### src/rtl/lockable_wdt_pkg.sv
package lockable_wdt_pkg;

    // Register byte offsets; software depends on these positions.
    localparam int unsigned CTRL_OFS = 32'h30;
    localparam int unsigned CNT_OFS  = 32'h34;

    // Number of period codes (3-bit field).
    localparam int unsigned N_PERIODS = 8;

    typedef enum logic [1:0] {
        ST_IDLE     = 2'd0,
        ST_RUN      = 2'd1,
        ST_SEAL_OFF = 2'd2,
        ST_SEAL_ON  = 2'd3
    } wdt_state_e;

    typedef struct packed {
        logic [2:0] period;
        logic [1:0] resp;
    } wdt_cfg_t;

endpackage

### src/rtl/wdt_ctrl_fsm.sv
module wdt_ctrl_fsm
    import lockable_wdt_pkg::*;
(
    input  logic       clk,
    input  logic       rst_n,
    input  logic       ctrl_wr,
    input  logic [6:0] ctrl_wdata,
    output logic       en,
    output logic       locked,
    output wdt_cfg_t   cfg
);

    wdt_state_e state_q, state_d;
    wdt_cfg_t   cfg_q;
    logic       accept;

    // A control write only lands while the machine is in an unlocked state.
    assign accept = ctrl_wr && (state_q == ST_IDLE || state_q == ST_RUN);

    always_comb begin
        state_d = state_q;
        unique case (state_q)
            ST_IDLE, ST_RUN: begin
                if (ctrl_wr) begin
                    unique case ({ctrl_wdata[3], ctrl_wdata[0]})
                        2'b00: state_d = ST_IDLE;
                        2'b01: state_d = ST_RUN;
                        2'b10: state_d = ST_SEAL_OFF;
                        2'b11: state_d = ST_SEAL_ON;
                    endcase
                end
            end
            ST_SEAL_OFF: state_d = ST_SEAL_OFF;
            ST_SEAL_ON:  state_d = ST_SEAL_ON;
        endcase
    end

    always_ff @(posedge clk or negedge rst_n) begin
        if (!rst_n) begin
            state_q <= ST_IDLE;
            cfg_q   <= '0;
        end else begin
            state_q <= state_d;
            if (accept) begin
                cfg_q.period <= ctrl_wdata[6:4];
                cfg_q.resp   <= ctrl_wdata[2:1];
            end
        end
    end

    // Output decode from the state register.
    always_comb begin
        en     = 1'b0;
        locked = 1'b0;
        unique case (state_q)
            ST_IDLE:     begin en = 1'b0; locked = 1'b0; end
            ST_RUN:      begin en = 1'b1; locked = 1'b0; end
            ST_SEAL_OFF: begin en = 1'b0; locked = 1'b1; end
            ST_SEAL_ON:  begin en = 1'b1; locked = 1'b1; end
        endcase
    end

    assign cfg = cfg_q;

endmodule

### src/rtl/wdt_counter.sv
module wdt_counter
    import lockable_wdt_pkg::*;
#(
    parameter int unsigned CNT_W    = 32,
    parameter int unsigned BASE_EXP = 17,
    parameter int unsigned PER_STEP = 2
) (
    input  logic             clk,
    input  logic             rst_n,
    input  logic             en,
    input  logic             clr,
    input  logic [2:0]       period,
    output logic [CNT_W-1:0] count,
    output logic             expire
);

    localparam int unsigned MAX_EXP = BASE_EXP + PER_STEP * (N_PERIODS - 1);

    initial begin
        if (MAX_EXP >= CNT_W) $error("period exponent exceeds counter width");
    end

    logic [CNT_W-1:0] lim_tab [N_PERIODS];
    logic [CNT_W-1:0] limit;
    logic [CNT_W-1:0] cnt_q;

    // One terminal value per period code: 2^(BASE+STEP*n) - 1.
    for (genvar n = 0; n < N_PERIODS; n++) begin : g_lim
        localparam int unsigned SH = BASE_EXP + PER_STEP * n;
        assign lim_tab[n] = (CNT_W'(1) << SH) - CNT_W'(1);
    end

    assign limit = lim_tab[period];

    // Greater-or-equal so that shortening the period fires at once.
    assign expire = en && !clr && (cnt_q >= limit);

    always_ff @(posedge clk or negedge rst_n) begin
        if (!rst_n)      cnt_q <= '0;
        else if (clr)    cnt_q <= '0;
        else if (expire) cnt_q <= '0;
        else if (en)     cnt_q <= cnt_q + CNT_W'(1);
    end

    assign count = cnt_q;

endmodule

### src/rtl/wdt_resp.sv
module wdt_resp (
    input  logic       clk,
    input  logic       rst_n,
    input  logic       expire,
    input  logic [1:0] resp,
    output logic       fiq_req,
    output logic       ext_rst_req,
    output logic       sys_rst_req
);

    always_ff @(posedge clk or negedge rst_n) begin
        if (!rst_n) begin
            fiq_req     <= 1'b0;
            ext_rst_req <= 1'b0;
            sys_rst_req <= 1'b0;
        end else begin
            fiq_req     <= expire && !resp[1];
            ext_rst_req <= expire && (resp == 2'b10);
            sys_rst_req <= expire && (resp == 2'b11);
        end
    end

endmodule

### src/rtl/lockable_wdt.sv
module lockable_wdt
    import lockable_wdt_pkg::*;
#(
    parameter int unsigned ADDR_W   = 8,
    parameter int unsigned CNT_W    = 32,
    parameter int unsigned BASE_EXP = 17,
    parameter int unsigned PER_STEP = 2
) (
    input  logic              clk,
    input  logic              rst_n,
    input  logic [ADDR_W-1:0] bus_addr,
    input  logic              bus_we,
    input  logic [31:0]       bus_wdata,
    output logic [31:0]       bus_rdata,
    output logic              fiq_req,
    output logic              ext_rst_req,
    output logic              sys_rst_req
);

    localparam logic [ADDR_W-1:0] A_CTRL = ADDR_W'(CTRL_OFS);
    localparam logic [ADDR_W-1:0] A_CNT  = ADDR_W'(CNT_OFS);

    logic             sel_ctrl, sel_cnt;
    logic             ctrl_wr, cnt_clr;
    logic             en, locked, expire;
    wdt_cfg_t         cfg;
    logic [CNT_W-1:0] count;
    logic [7:0]       ctrl_byte;

    assign sel_ctrl = (bus_addr == A_CTRL);
    assign sel_cnt  = (bus_addr == A_CNT);
    assign ctrl_wr  = bus_we && sel_ctrl;
    assign cnt_clr  = bus_we && sel_cnt && (bus_wdata == 32'd0);

    wdt_ctrl_fsm u_ctrl (
        .clk        (clk),
        .rst_n      (rst_n),
        .ctrl_wr    (ctrl_wr),
        .ctrl_wdata (bus_wdata[6:0]),
        .en         (en),
        .locked     (locked),
        .cfg        (cfg)
    );

    wdt_counter #(
        .CNT_W    (CNT_W),
        .BASE_EXP (BASE_EXP),
        .PER_STEP (PER_STEP)
    ) u_cnt (
        .clk    (clk),
        .rst_n  (rst_n),
        .en     (en),
        .clr    (cnt_clr),
        .period (cfg.period),
        .count  (count),
        .expire (expire)
    );

    wdt_resp u_resp (
        .clk         (clk),
        .rst_n       (rst_n),
        .expire      (expire),
        .resp        (cfg.resp),
        .fiq_req     (fiq_req),
        .ext_rst_req (ext_rst_req),
        .sys_rst_req (sys_rst_req)
    );

    assign ctrl_byte = {1'b0, cfg.period, locked, cfg.resp, en};

    always_comb begin
        bus_rdata = '0;
        if (sel_ctrl)     bus_rdata = {24'd0, ctrl_byte};
        else if (sel_cnt) bus_rdata = 32'(count);
    end

endmodule

### config.mk
export PLATFORM = sky130hd
export DESIGN_NAME = lockable_wdt
export DESIGN_NICKNAME = d
export VERILOG_FILES = /design/src/rtl/lockable_wdt_pkg.sv /design/src/rtl/wdt_ctrl_fsm.sv /design/src/rtl/wdt_counter.sv /design/src/rtl/wdt_resp.sv /design/src/rtl/lockable_wdt.sv
export SDC_FILE = /design/constraint.sdc
export NUM_CORES = 1
export LEC_CHECK = 0
export BUFFER_PORTS_ARGS = -buffer_cell sky130_fd_sc_hd__buf_2
export CORE_ASPECT_RATIO = 1.75
export CORE_MARGIN = 2
export CORE_UTILIZATION = 30
export DETAILED_ROUTE_END_ITERATION = 10
export GPL_TIMING_DRIVEN = 1
export PLACE_DENSITY = 0.59
export SLEW_MARGIN = 10
export SYNTH_ARGS = -nofsm -noshare
export SYNTH_HDL_FRONTEND = slang
export SYNTH_SLANG_ARGS = --single-unit
### constraint.sdc
create_clock -name clk -period 2.35 [get_ports clk]
set_input_delay 0.1175 -clock clk [delete_from_list [all_inputs] [get_ports clk]]
set_output_delay 0.1175 -clock clk [all_outputs]
set_load 0.02 [all_outputs]
# Yosys cells after proc, flatten, opt, wreduce, memory -nomap -nowiden
# Memory sizes are Yosys's and may differ from the RTL's.
# Cells that the tools add are included.
word_totals:
  ff_bits: 42
  romBits: 256
  inputBits: 43
  output_inout_bits: 35
  word_cells: 55
  mem_count: 1
classes:
  add_sub_neg: 1
  n_lt_le_gt_ge: 2
  eq_ne: 11
  n_mux: 12
  n_bitwise: 1
  n_reduce_logical: 20
mem_list:
  columns: ["name", "words", "word_bits", "rd", "rd_clocked_by_memory_dff", "wr", "line_no", "text"]
  rows:
  - ["(name not given)", 8, 32, 1, 0, 0, "wdt_counter.sv:33", "assign limit = lim_tab[period];"]
ops:
  columns: ["operator", "count"]
  rows:
  - ["32-bit two-way mux", 7]
  - ["32-bit by 1-bit adder with 32-bit output (second input constant)", 1]
  - ["32-bit >= comparator", 1]
  - ["32-bit zero test", 1]
  - ["8-bit by 6-bit == test with 1-bit output (second input constant)", 2]
  - ["2-bit == test (second input constant)", 6]
  - ["1-bit logical AND", 9]
  - ["2-bit case mux with 4 select lines", 1]
  - ["2-bit OR reduction", 4]
  - ["2-bit case mux with 3 select lines", 1]
  - ["2-bit by 1-bit == test with 1-bit output (second input constant)", 2]
  - ["4-bit >= comparator (second input constant)", 1]
  - ["2-bit zero test", 2]
  - ["3-bit NOT with 4-bit output", 1]
  - ["1-bit case mux with 2 select lines", 2]
  - ["3-bit nonzero test", 1]
  - ["1-bit zero test", 2]
  - ["2-bit two-way mux", 1]
  - ["2-bit by 1-bit != test with 1-bit output (second input constant)", 1]
  - ["1-bit logical OR", 1]

# Logic depth before layout (Yosys ltp)
# Gate-level depths: netlist of run 1.
logic_depth:
  depth_word: 8
  depth_mapped: 11
  mapped_depth_nobuf: 8

# Modules after synthesis
# Synthesis of run 1 repeated with hierarchy kept, for this count alone.
unflattened:
  cells_unflattened: 358
  hier_area_um2: 3116.7
by_module_without_submodules:
  columns: ["mod", "instances", "cells_per_inst", "area_each_um2", "seq_area_each_um2"]
  rows:
  - ["wdt_counter", 1, 276, 2311.0, 800.8]
  - ["lockable_wdt", 1, 58, 402.9, 0.0]
  - ["wdt_ctrl_fsm", 1, 18, 301.5, 175.2]
  - ["wdt_resp", 1, 6, 101.3, 75.1]

# Worst setup path after synthesis of run 1
# Ideal clock, no wire load.
synth_timing:
  kind: "flip-flop to flip-flop"
  from: "reg, netlist name u_ctrl.cfg[3]"
  to: "reg u_cnt.cnt_q[26] (netlist: u_cnt.count[26])"
  setup_ns: 0.078
  t_arrival_ns: 2.439
  t_required_ns: 2.272
  setup_slack_ns: -0.167
  stages_incl_launch_ff: 12
  path_buffers: 3
  synth_period_minus_slack_ns: 2.517
  path_cell_list: "dfrtp_1 -> buf_2 -> nand3_1 -> ha_1 -> and4b_1 -> a221o_1 -> a31oi_1 -> o31a_1 -> buf_4 -> clkbuf_1 -> o211ai_1 -> a21oi_1"
synth_via:
  elab_chain_len: 8
  elab_cells_between_ends: 9
  cone_classes: "order compare (1); mux (4); bitwise (1); reduce/logical (2); memory (1)"
synth_lines:
  columns: ["element", "line_no", "text"]
  rows:
  - ["3-bit NOT with 4-bit output (implied by the code) (*)", "wdt_counter.sv:33", null]
  - ["memory 8 x 32 bit (*)", null, null]
  - ["32-bit two-way mux (implied by the code) (*) (2 in a row)", "wdt_counter.sv:33", null]
  - ["32-bit >= comparator (*)", "wdt_counter.sv:36", "assign expire = en && !clr && (cnt_q >= limit);"]
  - ["1-bit logical AND (*)", "wdt_counter.sv:36", null]
  - ["32-bit two-way mux", "wdt_counter.sv:41", "else if (expire) cnt_q <= '0;"]
  - ["32-bit two-way mux", "wdt_counter.sv:40", "else if (clr) cnt_q <= '0;"]
  - ["end signal, assigned", "wdt_counter.sv:42", "else if (en) cnt_q <= cnt_q + CNT_W'(1);"]
  - ["end, declared", "wdt_counter.sv:25", "logic [CNT_W-1:0] cnt_q;"]
# Every way passes the cells marked *; elsewhere a longest branch is shown, timed or not. The select of a mux whose other input is x is not followed.
# A chain may end at the register's enable or synchronous reset.

# Worst setup path after layout of run 1
layout_timing:
  from: "reg, netlist name u_ctrl.cfg[3]"
  to: "reg u_cnt.cnt_q[16] (netlist: u_cnt.count[16])"
layout_via:
  elab_chain_len: 8
  elab_cells_between_ends: 9
  cone_classes: "order compare (1); mux (4); bitwise (1); reduce/logical (2); memory (1)"
layout_lines:
  columns: ["element", "line_no"]
  rows:
  - ["3-bit NOT with 4-bit output (implied by the code) (*)", "wdt_counter.sv:33"]
  - ["memory 8 x 32 bit (*)", null]
  - ["32-bit two-way mux (implied by the code) (*) (2 in a row)", "wdt_counter.sv:33"]
  - ["32-bit >= comparator (*)", "wdt_counter.sv:36"]
  - ["1-bit logical AND (*)", "wdt_counter.sv:36"]
  - ["32-bit two-way mux", "wdt_counter.sv:41"]
  - ["32-bit two-way mux", "wdt_counter.sv:40"]
# Marked as above.

==> results of run 1 <==
[per-stage QoR]
stage	setup TNS (ns)	hold slack [ns]	utilization, %	cell area [µm²]	power (mW)
CTS	-0.5283	0.02252	41.67	4292	2.288
global placement	-3.058	0.3352	38.82	3999	1.312
floorplan	-0.006167	-0.1781	-	3238	1.164
detailed placement	-5.622	0.3411	38.82	3999	1.330
global route	-3.389	0.05753	43.34	4464	2.384
finish	-1.517	-0.01152	43.34	4464	2.293
[sequential cells by signal, indices dropped and copies added, names as in the netlist, named ones only]
register / cells
u_ctrl.cfg: 5
u_ctrl.state_q: 1
u_resp.fiq_req: 1
u_resp.sys_rst_req: 1
u_resp.ext_rst_req: 1
u_cnt.count: 32
[cells in the final DEF (no fill, tap or decap), types with 3 or more instances in the layout]
master | synthesis | final
or3_1 | 4 | 3
mux2_2 | 5 | 5
o2111ai_2 | 0 | 5
mux2i_1 | 9 | 9
buf_4 | 2 | 42
o211ai_1 | 4 | 4
a31oi_1 | 23 | 22
buf_6 | 0 | 3
nor3_1 | 22 | 21
inv_1 | 11 | 11
nand4_1 | 44 | 44
nor2_1 | 28 | 28
o21ai_0 | 7 | 5
clkbuf_16 | 0 | 6
ha_1 | 9 | 6
buf_2 | 9 | 77
and2_1 | 21 | 21
buf_12 | 0 | 5
a21oi_1 | 11 | 9
dfrtp_1 | 42 | 39
dfrtp_2 | 0 | 3
nor4_1 | 13 | 11
nand2_1 | 48 | 46
or4_1 | 3 | 3
ha_4 | 0 | 3
nor2b_1 | 5 | 5
and4_1 | 4 | 4
nand3_2 | 0 | 4
nand3_1 | 27 | 22
[worst max path at each step]
stage / to / cells after the start / slack (ns)
6_report: u_cnt.count[16] / 8 / -0.09
5_1_grt: u_cnt.count[12] / 9 / -0.15
4_1_cts: u_cnt.count[14] / 9 / -0.06
3_5_place_dp: u_cnt.count[14] / 9 / -0.21
3_3_place_gp: u_resp.sys_rst_req / 8 / -0.13
2_1_floorplan: u_resp.sys_rst_req / 10 / -0.006
[worst max-delay path: cells and delay by family, from the launching register on]
family | cells | cell delay (ns)
buf+inv | 2 | 0.38
simple gates | 2 | 0.31
flops | 1 | 0.45
compound gates | 4 | 1.15
[area by class of cell]
class	instances	area share, %
Clock buffer	6	3.111
Tap cell	127	3.559
Inverter	11	0.9249
Clock inverter	2	1.345
Timing Repair Buffer	128	19.25
Sequential cell	42	23.63
Multi-Input combinational cell	321	48.18
[power by group through the flow]
stage | registers, mW | logic, mW | clock network (mW)
6_report | 0.917 | 0.433 | 0.944
5_1_grt | 0.929 | 0.479 | 0.976
4_1_cts | 0.911 | 0.427 | 0.950
3_5_place_dp | 0.922 | 0.408 | 0
3_3_place_gp | 0.915 | 0.397 | 0
2_1_floorplan | 0.887 | 0.277 | 0
[logic make-up (layout without fill, tap and decap cells)]
| group | after synthesis | in the layout | share of synthesized area, % |
|---|---|---|---|
| simple gates | 234 | 234 | 39.50 |
| compound gates | 63 | 64 | 13.15 |
| buf+inv | 48 | 147 | 6.243 |
| flops | 42 | 42 | 32.98 |
| mux | 14 | 14 | 4.594 |
| fa+ha+maj | 9 | 9 | 3.534 |
[cells in the mapped netlist, types with 5 or more instances]
library cell  count  area [µm²]
dfrtp_1          42        1051
nor2_1           28       105.1
and2_1           21       131.4
nor3_1           22       110.1
nand3_1          27       135.1
nor2b_1           5       31.28
clkbuf_1         24       90.09
mux2_2            5       56.30
a21oi_1          11       55.05
nand2_1          48       180.2
o2111ai_1         5       43.79
a31oi_1          23       143.9
inv_1            11       41.29
mux2i_1           9       90.09
buf_2             9       45.04
o21ai_0           7       35.03
nand4_1          44       275.3
ha_1              9       112.6
nor4_1           13       81.33
[metal layers]
layer  up-vias  wire, µm
met3        24       443
met1      1782      4176
li1       1731         -
met4         0       333
met5         -         0
met2       128      6119
[what timing repair did]
item                                    in CTS  in global routing
hold endpoints to repair                     0                  0
pin swaps                                    5                 16
endpoints found under the setup margin      34                 35
cloned                                       0                  2
gates resized for setup                     13                 23
setup buffers                                3                  2
==> impl_metrics.toml, run 1 <==
[power_and_ir_drop]
combPwrFrac_pct = 18.9
p_per_area_mw_per_mm2 = 513.7
intPower_mw = 1.644
p_sw_uw = 649.7
p_sw_share_pct = 28.33
ir_drop_v = 0.0003420
leakagePower_nw = 2.009
pwr-share-clk_pct = 41.2
p_seq_share_pct = 40.0

[placed_design]
gp_congestion = 0.8528
place_ws_ns = -0.2112
dp_cells = 622
portBuffers = 77
hpwl_um = 7895

[sta]
setup_viol = 29
hold_viol_final = 19
tightest_slew_ns = 0.9986
timing.final.crit_period_ns = 2.436
relSlewSlack_pct = 33.43
setup_ws_ns = -0.08584
holdWs_ns = -0.01152
max_freq_ghz = 0.4105
fin_skew_ns = 0.005375
period_share_pct = 103.7
rsz0062_at_grt = "yes"
drv_slew = 0

[grt]
antenna_found_initial = 0
grt_pass1_vias = 3419
grt_use_met2_pct = 34.19
grt_pass1_wl_um = 17040
track_usage_pct = 18.95
grt_max_degree = 43
use_met1_pct = 21.69
use_met3_pct = 1.482
grt_overflow = 0
top_usage_layer = "met2"

[run_status]
status = "finished with violations"
violations = "hold timing, setup timing"

[clock_network]
tritoncts = "done"
h-tree-depth = 2
clk_pin_slew_ns = 0.07
cts_made_buffers = 5
holdBufCountCts = 0
numClockSinks = 42
clock-root-buffer = "clkbuf_16"
clk_latency_ns = 0.29
clock_path_buffers = 2

[setup_path]
start_kind = "register"
rrSetupSlack_ns = -0.09
arrival_ns = 2.61
r2r_end = "u_cnt.count[16]"
worstSetupStartpoint = "u_ctrl.cfg[3]"
critical_path_required_ns = 2.52
critPathCaptureType = "register"
crit_chain = "buf_4 -> or2_1 -> a2111oi_2 -> o22ai_1 -> o31a_4 -> clkbuf_16 -> nand4_1 -> a31oi_1"
max_stage_delay_ns = 0.47
r2r_cells = 8
crit_type = "register to register"
rr_startpoint = "u_ctrl.cfg[3]"
path_max_fanout = 12
slowest_stage = "o31a_4"

[finish]
final-instance-count-excl-fill = 637
area_growth_pct = 40.09
register_area_mm2 = 0.001055
insertedDiodeCount = 0
fillers = 1066
multi_input_area_mm2 = 0.002151
drive_gt1_share_pct = 34.90
nets = 561

[floorplan]
start_util_pct = 30.94
die_w_um = 81.91
core_region_area_mm2 = 0.01030
row_count = 49
die_y_um = 140.3
io_pins = 78
die_area_mm2 = 0.01150

[synth]
yosys_register_bits = 42
synth_area_per_cell_um2 = 7.773
synthCells = 410
yosys_warnings = 0
synthFlopType = "dfrtp_1"
netlist_area_mm2 = 0.003187
synth_seq_area_share_pct = 32.98
yosysUniqueCellTypes = 48
synth-edff-count = 0
synth_fp_nets = 462
ys_async_sr_fraction_pct = 100.0

[routing]
wirelength_um = 11070
dr.pass1.iters = 7
drt_iter0_drc = 288
ant_nets = 0
avgRoutedWirePerCell_um = 17.38
vias = 3665
drcViolationCount = 0
vias_per_cell = 5.754

[run]
cap_viol_max_count = 0

[worst_hold_path]
hold_path_class = "primary input to asynchronous set/reset pin"
Note: power is estimated with default switching activity, not from simulation.
==> run 2: changes to the inputs <==
Settings changed: CORE_ASPECT_RATIO 1.75 to default.
==> run 2 against run 1 <==
Net effect: the flow still finishes with violations (hold timing, setup timing); sequential cell count did not move; register-to-register slack got worse by 0.06 ns; worst hold slack got worse by 0.0097 ns; sequential share of layout area rose by 0.81 points; power fell by 19%; via count fell by 0.68%; first-iteration DRC count fell by 42%; non-clock buffer count did not move; critical path depth rose by 1; critical path type unchanged; critical endpoint is now u_resp.sys_rst_req; largest cell class unchanged; largest power group is now sequential cells; highest routed layer unchanged.
==> impl_metrics.toml, run 2 (same netlist as run 1, synthesis figures left out) <==
[setup_path]
cp.depth = 9
critPathCaptureType = "register"
endpoint = "u_resp.sys_rst_req"
slowest_stage = "dfrtp_2"
cp_top_family = "simple AND/OR/NAND/NOR gates"
start_kind = "register"
crit_type = "register to register"
max_stage_delay_ns = 0.45
r2r_end = "u_resp.sys_rst_req"
crit_buf_inv = 1
rr_startpoint = "u_ctrl.cfg[4]"
arrival_ns = 2.73
path_max_fanout = 7
critical_path_required_ns = 2.59
rrSetupSlack_ns = -0.15
worstSetupStartpoint = "u_ctrl.cfg[4]"
crit_chain = "nand3_4 -> ha_4 -> and4b_1 -> nand2_1 -> or3_1 -> o31a_2 -> buf_12 -> and2_4 -> and4bb_1"
r2r_cells = 9

[sta]
rsz0062_at_grt = "yes"
hold_viol_final = 39
period_share_pct = 106.2
fin_skew_ns = 0.01697
holdWs_ns = -0.02125
max_freq_ghz = 0.4007
setup_viol = 35
drv_slew = 0
setup_ws_ns = -0.1453
tightest_slew_ns = 1.004
timing.final.crit_period_ns = 2.495
relSlewSlack_pct = 33.04
setup_tns_ns = -3.217

[grt]
grt_max_degree = 43
grt_pass1_vias = 3559
track_usage_pct = 19.06
antenna_found_initial = 0
grt_pass1_wl_um = 17680
grt_overflow = 0

[clock_network]
clock-root-buffer = "clkbuf_8"
numClockSinks = 42
cts_made_buffers = 5
clk_latency_ns = 0.31
tritoncts = "done"
clk_pin_slew_ns = 0.10
h-tree-depth = 2
clock_path_buffers = 2

[finish]
insertedDiodeCount = 0
fillers = 1026
multi_input_area_mm2 = 0.002096
mostFrequentLayoutCells = "buf_2 (77), nand2_1 (47), nand4_1 (44), buf_4 (44), dfrtp_1 (39)"
drive_gt1_share_pct = 33.60
largest_reg_flops = 32
final_common_cell = "buf_2"
area_growth_pct = 35.45
final-instance-count-excl-fill = 645
register_area_mm2 = 0.001055
nets = 560
fin_area_mm2 = 0.004317

[routing]
ant_nets = 0
vias = 3640
avgRoutedWirePerCell_um = 17.06
vias_per_cell = 5.643
wirelength_um = 11000
drcViolationCount = 0
drt_iter0_drc = 168
dr.pass1.iters = 5

[placed_design]
dp_cells = 628
hpwl_um = 7599
portBuffers = 77
gp_congestion = 0.8899
placed_cell_area_mm2 = 0.003963

[floorplan]
start_util_pct = 30.87
die_y_um = 107.1
io_pins = 78
die_area_mm2 = 0.01146
core_region_area_mm2 = 0.01032
row_count = 37
die_w_um = 107.1

[power_and_ir_drop]
p_total_mw = 1.855
p_per_area_mw_per_mm2 = 429.7
leakagePower_nw = 1.914
ir_drop_v = 0.0002195

[worst_hold_path]
hold_path_class = "primary input to asynchronous set/reset pin"

[run_status]
violations = "hold timing, setup timing"
status = "finished with violations"

[run]
cap_viol_max_count = 0
## run 2: repair_timing
item / CTS / global route
setup buffers: 5 / 3
pin swaps: 4 / 17
endpoints found under the setup margin: 35 / 35
gates cloned: 1 / 1
hold buffers: 0 / 0
gates resized for setup: 1 / 26
## run 2: power by group
part           switching (mW)  total, mW  leakage (nW)  internal (mW)
registers               0.118      0.914         0.559          0.796
clock network           0.279      0.516        0.0472          0.237
logic                   0.217      0.425          1.31          0.207
total                   0.615       1.85          1.91           1.24
## run 2: worst min-delay path by stage
| stage | depth (start not counted) | slack (ns) | to | start |
|---|---|---|---|---|
| global placement | 1 | 0.34 | u_cnt.count[29] | rst_n |
| CTS | 1 | 0.02 | u_cnt.count[8] | rst_n |
| floorplan | 0 | -0.18 | asynchronous set/reset pin | rst_n |
| global route | 1 | 0.06 | u_cnt.count[8] | rst_n |
| detailed placement | 3 | 0.35 | register | bus_wdata[0] |
| finish | 1 | -0.02 | u_cnt.count[15] | rst_n |
## run 2: area by class of cell
type                    count  share of cell area, %
well taps                 136                  3.942
clock inverters             2                 0.2899
repair buffers            128                  19.91
multi-input cells         320                  48.55
inverters                  11                 0.9565
flip-flops and latches     42                  24.43
clock buffers               6                  1.913
## run 2: worst reg2reg max path, stage by stage (launching register included)
cell and delay [ns]:
dfrtp_2 0.45, nand3_4 0.12, ha_4 0.29, and4b_1 0.24
nand2_1 0.08, or3_1 0.31, o31a_2 0.35, buf_12 0.16
and2_4 0.17, and4bb_1 0.26
## run 2: stage by stage
stage | util [%] | worst slack, ns
after floorplan | - | -0.006167
after CTS | 40.06 | -0.1093
after global routing | 41.81 | -0.2124
after global placement | 38.38 | 0.006274
final | 41.81 | -0.1453
after detailed placement | 38.38 | -0.1259
## run 2: layer usage
metal,GRT usage [%],wire length (µm),vias up
met4,7.143,285,0
met1,24.85,4740,1747
li1,-,-,1723
met2,31.56,5366,136
met5,0,0,-
met3,3.161,609,34
